File: src/rtl/hamm11_pkg.sv
`timescale 1ns/1ps
package hamm11_pkg;
  localparam int PAR_W   = 4;
  localparam int DATA_W  = 7;
  localparam int FRAME_W = DATA_W + PAR_W;

  typedef logic [DATA_W-1:0]  data_t;
  typedef logic [FRAME_W-1:0] frame_t;
  typedef logic [PAR_W-1:0]   syn_t;

  typedef enum logic [1:0] {
    CLS_CLEAN  = 2'd0,
    CLS_DATA   = 2'd1,
    CLS_PARITY = 2'd2,
    CLS_BEYOND = 2'd3
  } syn_class_e;

  // Position index with a single 1: carries a check bit
  function automatic bit is_check_pos(int p);
    return (p > 0) && ((p & (p - 1)) == 0);
  endfunction

  // Positions whose index has bit k set
  function automatic frame_t cover_mask(int k);
    frame_t m;
    m = '0;
    for (int p = 1; p <= FRAME_W; p++)
      if (((p >> k) & 1) == 1) m[p-1] = 1'b1;
    return m;
  endfunction

  // Data bits fill non-check positions, LSB at the lowest
  function automatic frame_t scatter(data_t d);
    frame_t f;
    int     j;
    f = '0;
    j = 0;
    for (int p = 1; p <= FRAME_W; p++) begin
      if (!is_check_pos(p)) begin
        f[p-1] = d[j];
        j++;
      end
    end
    return f;
  endfunction

  function automatic data_t gather(frame_t f);
    data_t d;
    int    j;
    d = '0;
    j = 0;
    for (int p = 1; p <= FRAME_W; p++) begin
      if (!is_check_pos(p)) begin
        d[j] = f[p-1];
        j++;
      end
    end
    return d;
  endfunction

  // Syndrome policy
  function automatic syn_class_e classify(syn_t s);
    if (s == '0) return CLS_CLEAN;
    if ($countones(s) == 1) return CLS_PARITY;
    if (int'(s) > FRAME_W) return CLS_BEYOND;
    return CLS_DATA;
  endfunction
endpackage

File: src/rtl/hamm11_encoder.sv
`timescale 1ns/1ps
module hamm11_encoder
  import hamm11_pkg::*;
(
  input  data_t  data,
  output frame_t frame
);
  frame_t placed;
  syn_t   par;

  assign placed = scatter(data);

  for (genvar k = 0; k < PAR_W; k++) begin : g_par
    localparam frame_t MASK = cover_mask(k);
    assign par[k] = ^(placed & MASK);
  end

  always_comb begin
    frame = placed;
    for (int k = 0; k < PAR_W; k++)
      frame[(1 << k) - 1] = par[k];
  end
endmodule

File: src/rtl/hamm11_syndrome.sv
`timescale 1ns/1ps
module hamm11_syndrome
  import hamm11_pkg::*;
(
  input  frame_t     rx_frame,
  output syn_t       syn,
  output syn_class_e cls
);
  for (genvar k = 0; k < PAR_W; k++) begin : g_chk
    localparam frame_t MASK = cover_mask(k);
    assign syn[k] = ^(rx_frame & MASK);
  end

  assign cls = classify(syn);
endmodule

File: src/rtl/hamm11_corrector.sv
`timescale 1ns/1ps
module hamm11_corrector
  import hamm11_pkg::*;
(
  input  frame_t     rx_frame,
  input  syn_t       syn,
  input  syn_class_e cls,
  output data_t      fixed
);
  frame_t flip;

  for (genvar p = 1; p <= FRAME_W; p++) begin : g_flip
    assign flip[p-1] = (cls == CLS_DATA) && (syn == syn_t'(p));
  end

  assign fixed = gather(rx_frame ^ flip);
endmodule

File: src/rtl/hamm11_codec.sv
`timescale 1ns/1ps
module hamm11_codec
  import hamm11_pkg::*;
(
  input  logic                 clk,
  input  logic                 rst_n,
  input  logic                 in_valid,
  input  logic [DATA_W-1:0]    enc_data,
  input  logic [FRAME_W-1:0]   dec_frame,
  output logic                 out_valid,
  output logic [FRAME_W-1:0]   out_frame,
  output logic [DATA_W-1:0]    out_data,
  output logic [PAR_W-1:0]     out_syndrome,
  output logic                 out_corrected,
  output logic                 out_parity_hit,
  output logic                 out_uncorrectable
);
  frame_t     enc_w;
  syn_t       syn_w;
  syn_class_e cls_w;
  data_t      fix_w;
  logic       hit_data_w;
  logic       hit_par_w;
  logic       hit_over_w;

  hamm11_encoder u_enc (
    .data  (enc_data),
    .frame (enc_w)
  );

  hamm11_syndrome u_syn (
    .rx_frame (dec_frame),
    .syn      (syn_w),
    .cls      (cls_w)
  );

  hamm11_corrector u_fix (
    .rx_frame (dec_frame),
    .syn      (syn_w),
    .cls      (cls_w),
    .fixed    (fix_w)
  );

  assign hit_data_w = (cls_w == CLS_DATA);
  assign hit_par_w  = (cls_w == CLS_PARITY);
  assign hit_over_w = (cls_w == CLS_BEYOND);

  always_ff @(posedge clk or negedge rst_n) begin
    if (!rst_n) begin
      out_valid         <= 1'b0;
      out_frame         <= '0;
      out_data          <= '0;
      out_syndrome      <= '0;
      out_corrected     <= 1'b0;
      out_parity_hit    <= 1'b0;
      out_uncorrectable <= 1'b0;
    end else begin
      out_valid <= in_valid;
      if (in_valid) begin
        out_frame         <= enc_w;
        out_data          <= fix_w;
        out_syndrome      <= syn_w;
        out_corrected     <= hit_data_w;
        out_parity_hit    <= hit_par_w;
        out_uncorrectable <= hit_over_w;
      end
    end
  end
endmodule

File: config.mk
export PLATFORM = sky130hd
export DESIGN_NAME = hamm11_codec
export DESIGN_NICKNAME = d
export VERILOG_FILES = /design/src/rtl/hamm11_pkg.sv /design/src/rtl/hamm11_encoder.sv /design/src/rtl/hamm11_syndrome.sv /design/src/rtl/hamm11_corrector.sv /design/src/rtl/hamm11_codec.sv
export SDC_FILE = /design/constraint.sdc
export NUM_CORES = 1
export LEC_CHECK = 0
export CAP_MARGIN = 15
export CORE_MARGIN = 3
export CORE_UTILIZATION = 46
export CTS_CLUSTER_DIAMETER = 30
export DETAILED_ROUTE_END_ITERATION = 7
export PLACE_DENSITY = 0.8
export SYNTH_ARGS = -nofsm -noshare
export SYNTH_HDL_FRONTEND = slang
export SYNTH_SLANG_ARGS = --single-unit
File: constraint.sdc
create_clock -name clk -period 1 [get_ports clk]
set_input_delay 0.2 -clock clk [delete_from_list [all_inputs] [get_ports clk]]
set_output_delay 0.2 -clock clk [all_outputs]
set_load 0.1 [all_outputs]
==> metrics, run 1 <==
simple logic cell fraction of the synthesized area=7.672%; largest cells by area after synthesis=dfrtp_1 45%, xnor2_1 11%, mux2_2 9.3%; half-perimeter wire length after detailed placement=about 3.8 mm; combinational family with the most area after synthesis=XOR/XNOR gates; number of flip-flops and latches in the synthesized netlist=26; number of synthesis warnings=0; Initial Util=50.46%; post-synthesis sequential area ratio=44.83%; Clock Tree Root=clkbuf_4; num rows=19; fraction of the mapped netlist area in adder cells=under 10%; post-synth top area cell=dfrtp_1; Horiz. Die Dim=62.17 µm; total of cells resized after clock tree synthesis=77; first error in the log=[ERROR DPL-0038] Utilization greater than 100%, impossible to legalize; CTS Hold Bufs=0; share of the synthesized netlist area taken by xor and xnor gates=about a fifth; result of the run=aborted with a tool error; mux share of post-synthesis cell area=under 10%; clock buffer count from CTS=3; synthesized cell area=1451 µm²; boundary pin count=47; last stage the flow got to=clock tree synthesis; Die Height=62.17 µm; average cell area after synthesis=11.16 µm²; net count after synthesis=161; sink count of the clock tree=26; share of the synthesized area in the top cell type=44.83%; compound-gate portion of the synthesized area=under 10%; Post-Synthesis Cells=130; weighted congestion reported at the end of routability-driven placement=roughly 0.91; library cells used by synthesis=18; post-CTS setup buffers=13; number of levels the H-tree was split into=1; total of buffers placed on input and output ports=46; Bufs on Longest Clock Path=2
==> cells by family after synthesis <==
| kind of cell | Yosys count |
|---|---|
| compound gates | 18 |
| flops | 26 |
| fa+ha+maj | 10 |
| simple gates | 22 |
| buf+inv | 14 |
| xor+xnor | 28 |
| mux | 12 |
==> synthesized netlist by cell type (all sizes together) <==
| cell | count |
|---|---|
| xnor2 | 18 |
| a21oi | 11 |
| o311ai | 1 |
| nand4 | 5 |
| nand3 | 3 |
| dfrtp | 26 |
| or4 | 2 |
| xor2 | 8 |
| a31oi | 2 |
| o21ai | 2 |
| clkbuf | 5 |
| ha | 10 |
| or3b | 1 |
| nor2 | 11 |
| inv | 9 |
| xnor3 | 2 |
| o31ai | 2 |
| mux2 | 12 |
==> through the flow <==
step / cell area, µm² / setup WS [ns] / util, % / cells
after floorplan: 1719 / -1.491 / - / 130
after detailed placement: 2695 / -2.189 / 93.69 / 241
after global placement: 2695 / -1.976 / 93.69 / 241
==> inputs of run 2 (changes only) <==
--- a/config.mk
+++ b/config.mk
@@ -7,10 +7,9 @@
 export LEC_CHECK = 0
 export CAP_MARGIN = 15
 export CORE_MARGIN = 3
-export CORE_UTILIZATION = 46
-export CTS_CLUSTER_DIAMETER = 30
+export CORE_UTILIZATION = 35
 export DETAILED_ROUTE_END_ITERATION = 7
-export PLACE_DENSITY = 0.8
+export PLACE_DENSITY_LB_ADDON = 0.15
 export SYNTH_ARGS = -nofsm -noshare
 export SYNTH_HDL_FRONTEND = slang
 export SYNTH_SLANG_ARGS = --single-unit
==> metrics, run 2 <==
violated checks=setup timing; endpoint of the worst hold path=out_frame[5]$_DFFE_PN0P_; CTS Hold Bufs=0 (unchanged); number of flip-flops and latches in the synthesized netlist=26 (unchanged); library cells used by synthesis=18 (unchanged); unrepaired setup endpoints after global routing=true; num rows=22 (+3); standard cell core area=3826 µm²; share of the synthesized netlist area taken by xor and xnor gates=18.97% (unchanged); Post-Synthesis Cells=130 (unchanged); final worst clock skew=0 ns; Bufs on Longest Clock Path=2 (unchanged); highest net fanout along the worst path=4; Max VDD drop=1834 µV; Initial Util=37.93% (-13 points); via count of the first global-routing pass=1,349; start point of the worst min-delay path=enc_data[2]; slew margin rel.=78.61%; largest net degree at the start of global routing=27; average cell area after synthesis=11.16 µm² (unchanged); clock slew at reported path FFs=0.09 ns; Worst R2R End=out_frame[2]$_DFFE_PN0P_; Horiz. Die Dim=70.40 µm (+13%); number of synthesis warnings=0 (unchanged); number of vias per cell after detailed routing=4.884; ratio of cells with drive above 1 in the final layout=72.99%; Startpoint Class=input port; post-detailed-route count of antenna-violating nets=0; Clock Tree Root=clkbuf_8; post-synth top area cell=dfrtp_1; half-perimeter wire length after detailed placement=2.978 mm (-23%); boundary pin count=47 (unchanged); share of the synthesized area in the top cell type=44.83% (unchanged); number of flip-flops under the largest register name=11; area of combinational cells with multiple inputs=1065 µm²; period utilisation layout=236.6%; Inserted Diodes=0; Max-cap violations=0; combinational family with the most area after synthesis=XOR/XNOR gates; result of the run=complete, but fails checks; nature of the critical path endpoint=flip-flop; worst r2r path cells=1; final number of setup-violating endpoints=38; reg-to-reg critical path startpoint=out_frame[2]$_DFFE_PN0P_; most used cells in the layout excluding fill and tap cells=29 x buf_12, 22 x buf_4, 13 x dfrtp_2; total detailed-routing wirelength=3.953 mm; share of flip-flops with an asynchronous set or reset after synthesis=100.0% (unchanged); drt first pass iters=4; worst hold-check path type=input port to flip-flop; DRC=0; Setup Slack @ Placement=-2.053 ns (+0.1366 ns); final standard cell area without fillers=about 2900 µm²; mux share of post-synthesis cell area=9.310% (unchanged); final hold violation count=0; total of buffers placed on input and output ports=46 (unchanged); placed cell areas=2693 µm² (about the same); simple logic cell fraction of the synthesized area=7.672% (unchanged); net count after synthesis=161 (unchanged); number of pins with negative max-slew slack in the final report=0; Die Outline Area=4955 µm²; WS Path Type=input port to flip-flop; area grow syn2layout=102.3%; count leader, synth=dfrtp_1; global-route wire length before repair=6.389 mm; hold path depth=2; Total Nets Final=243; register ranked first by flip-flop count=out_frame; crit path DAT=2.56 ns; Avg WL per Cell=15.26 µm; actual slew at the worst max-slew pin=roughly 0.32 ns; sink count of the clock tree=26 (unchanged); DRC marker count from the first detailed-route iteration=25; min Tclk post-route=approximately 2.4 ns; Register-to-Register Setup Slack=0.13 ns; synthesized cell area=1451 µm² (unchanged); Total GRT Usage=16.35%; compound-gate portion of the synthesized area=6.983% (unchanged); weighted congestion reported at the end of routability-driven placement=0.8953 (-1.5%); clock tree from TritonCTS=yes; FF+latch area=roughly 710 µm²; post-synthesis sequential area ratio=44.83% (unchanged); fraction of the mapped netlist area in adder cells=8.621% (unchanged); Die Height=70.40 µm (+13%); number of levels the H-tree was split into=1 (unchanged); most frequently used flop master after synthesis=dfrtp_1; antenna violations before repair=0; data required time at the worst endpoint=1.19 ns; DR vias=1,265; layout filler cell count=231; power density normalized to cell area=around 2300 nW/µm²; Largest regs=out_frame x11, out_data x7, out_syndrome x4; commonest cells in the netlist=26 x dfrtp_1, 18 x xnor2_1, 12 x mux2_2; total global routing overflow=0; Final WS setup=-1.366 ns; EDFF count, synth=0 (unchanged); most common cell after layout, fill and taps aside=buf_12; leakage power total=about 1.2 nW; maximum achievable frequency=around 420 MHz; largest cells by area after synthesis=dfrtp_1 45%, xnor2_1 11%, mux2_2 9.3%; clock buffer count from CTS=3 (unchanged); clock insertion delay at the later pin of the skew report=between 0.2 and 0.3 ns
## run 2: cell counts after synthesis
Identical to the previous run, type by type.
## run 2: layer usage
| layer | track usage [%] | vias to the layer above | wire [µm] |
|---|---|---|---|
| li1 | - | 604 | - |
| met1 | 17.56 | 606 | 1402 |
| met2 | 31.29 | 42 | 2217 |
| met3 | 1.439 | 13 | 185 |
| met4 | 8.085 | 0 | 147 |
| met5 | 0 | - | 0 |
## run 2: worst max-delay path by stage
stage,to,slack [ns],start,depth (start not counted)
2_1_floorplan,out_data[0]$_DFFE_PN0P_,-1.49,dec_frame[6],11
3_3_place_gp,out_data[2]$_DFFE_PN0P_,-1.95,dec_frame[10],12
3_5_place_dp,out_data[4]$_DFFE_PN0P_,-2.05,dec_frame[2],12
4_1_cts,out_data[4]$_DFFE_PN0P_,-1.39,dec_frame[10],12
5_1_grt,out_parity_hit$_DFFE_PN0P_,-1.45,dec_frame[10],14
6_report,out_data[0]$_DFFE_PN0P_,-1.37,dec_frame[10],13
## run 2: cells by family after synthesis
| kind of cell | after synthesis |
|---|---|
| xor+xnor | 28 |
| flops | 26 |
| simple gates | 22 |
| compound gates | 18 |
| buf+inv | 14 |
| mux | 12 |
| fa+ha+maj | 10 |
## run 2: area by class of cell
class / instances / area share (%)
flip-flops and latches: 26 / 24.12
well taps: 48 / 2.045
inverters: 9 / 1.321
repair buffers: 81 / 34.73
multi-input cells: 91 / 36.26
clock buffers: 4 / 1.534
## run 2: repair_timing
item | CTS | global route
gates cloned | 1 | 0
endpoints found under the setup margin | 51 | 41
gates resized for setup | 66 | 35
setup buffers | 9 | 4
pin swaps | 27 | 23
## run 2: per-stage QoR
stage,TNS (ns),hold slack (ns),utilization [%],total power [W],std cells
detailed placement,-26.49,0.5568,70.37,0.005568,244
finish,-14.97,0.2235,76.75,0.006784,259
global route,-16.12,0.2147,76.75,0.007051,259
global placement,-25.16,0.5457,70.37,0.005454,244
CTS,-15.59,0.2399,73.87,0.006509,257
floorplan,-13.50,-0.09559,-,0.004081,130
## run 2: critical path, cell delays in order
cell     delay (ns)
buf_8          0.10
buf_6          0.11
xnor2_2        0.12
xnor3_2        0.42
inv_4          0.06
ha_4           0.27
inv_4          0.04
ha_4           0.15
ha_4           0.26
or3b_4         0.15
nand3_2        0.09
or4_1          0.43
a31oi_1        0.17
## run 2: report_power, final
group          leakage (nW)  internal (W)  switching (W)
clock network        0.0228      0.000285       0.000315
registers             0.278       0.00132       0.000219
logic                 0.943       0.00203        0.00262
total                  1.24       0.00363        0.00316
(Power assumes the default switching activity.)
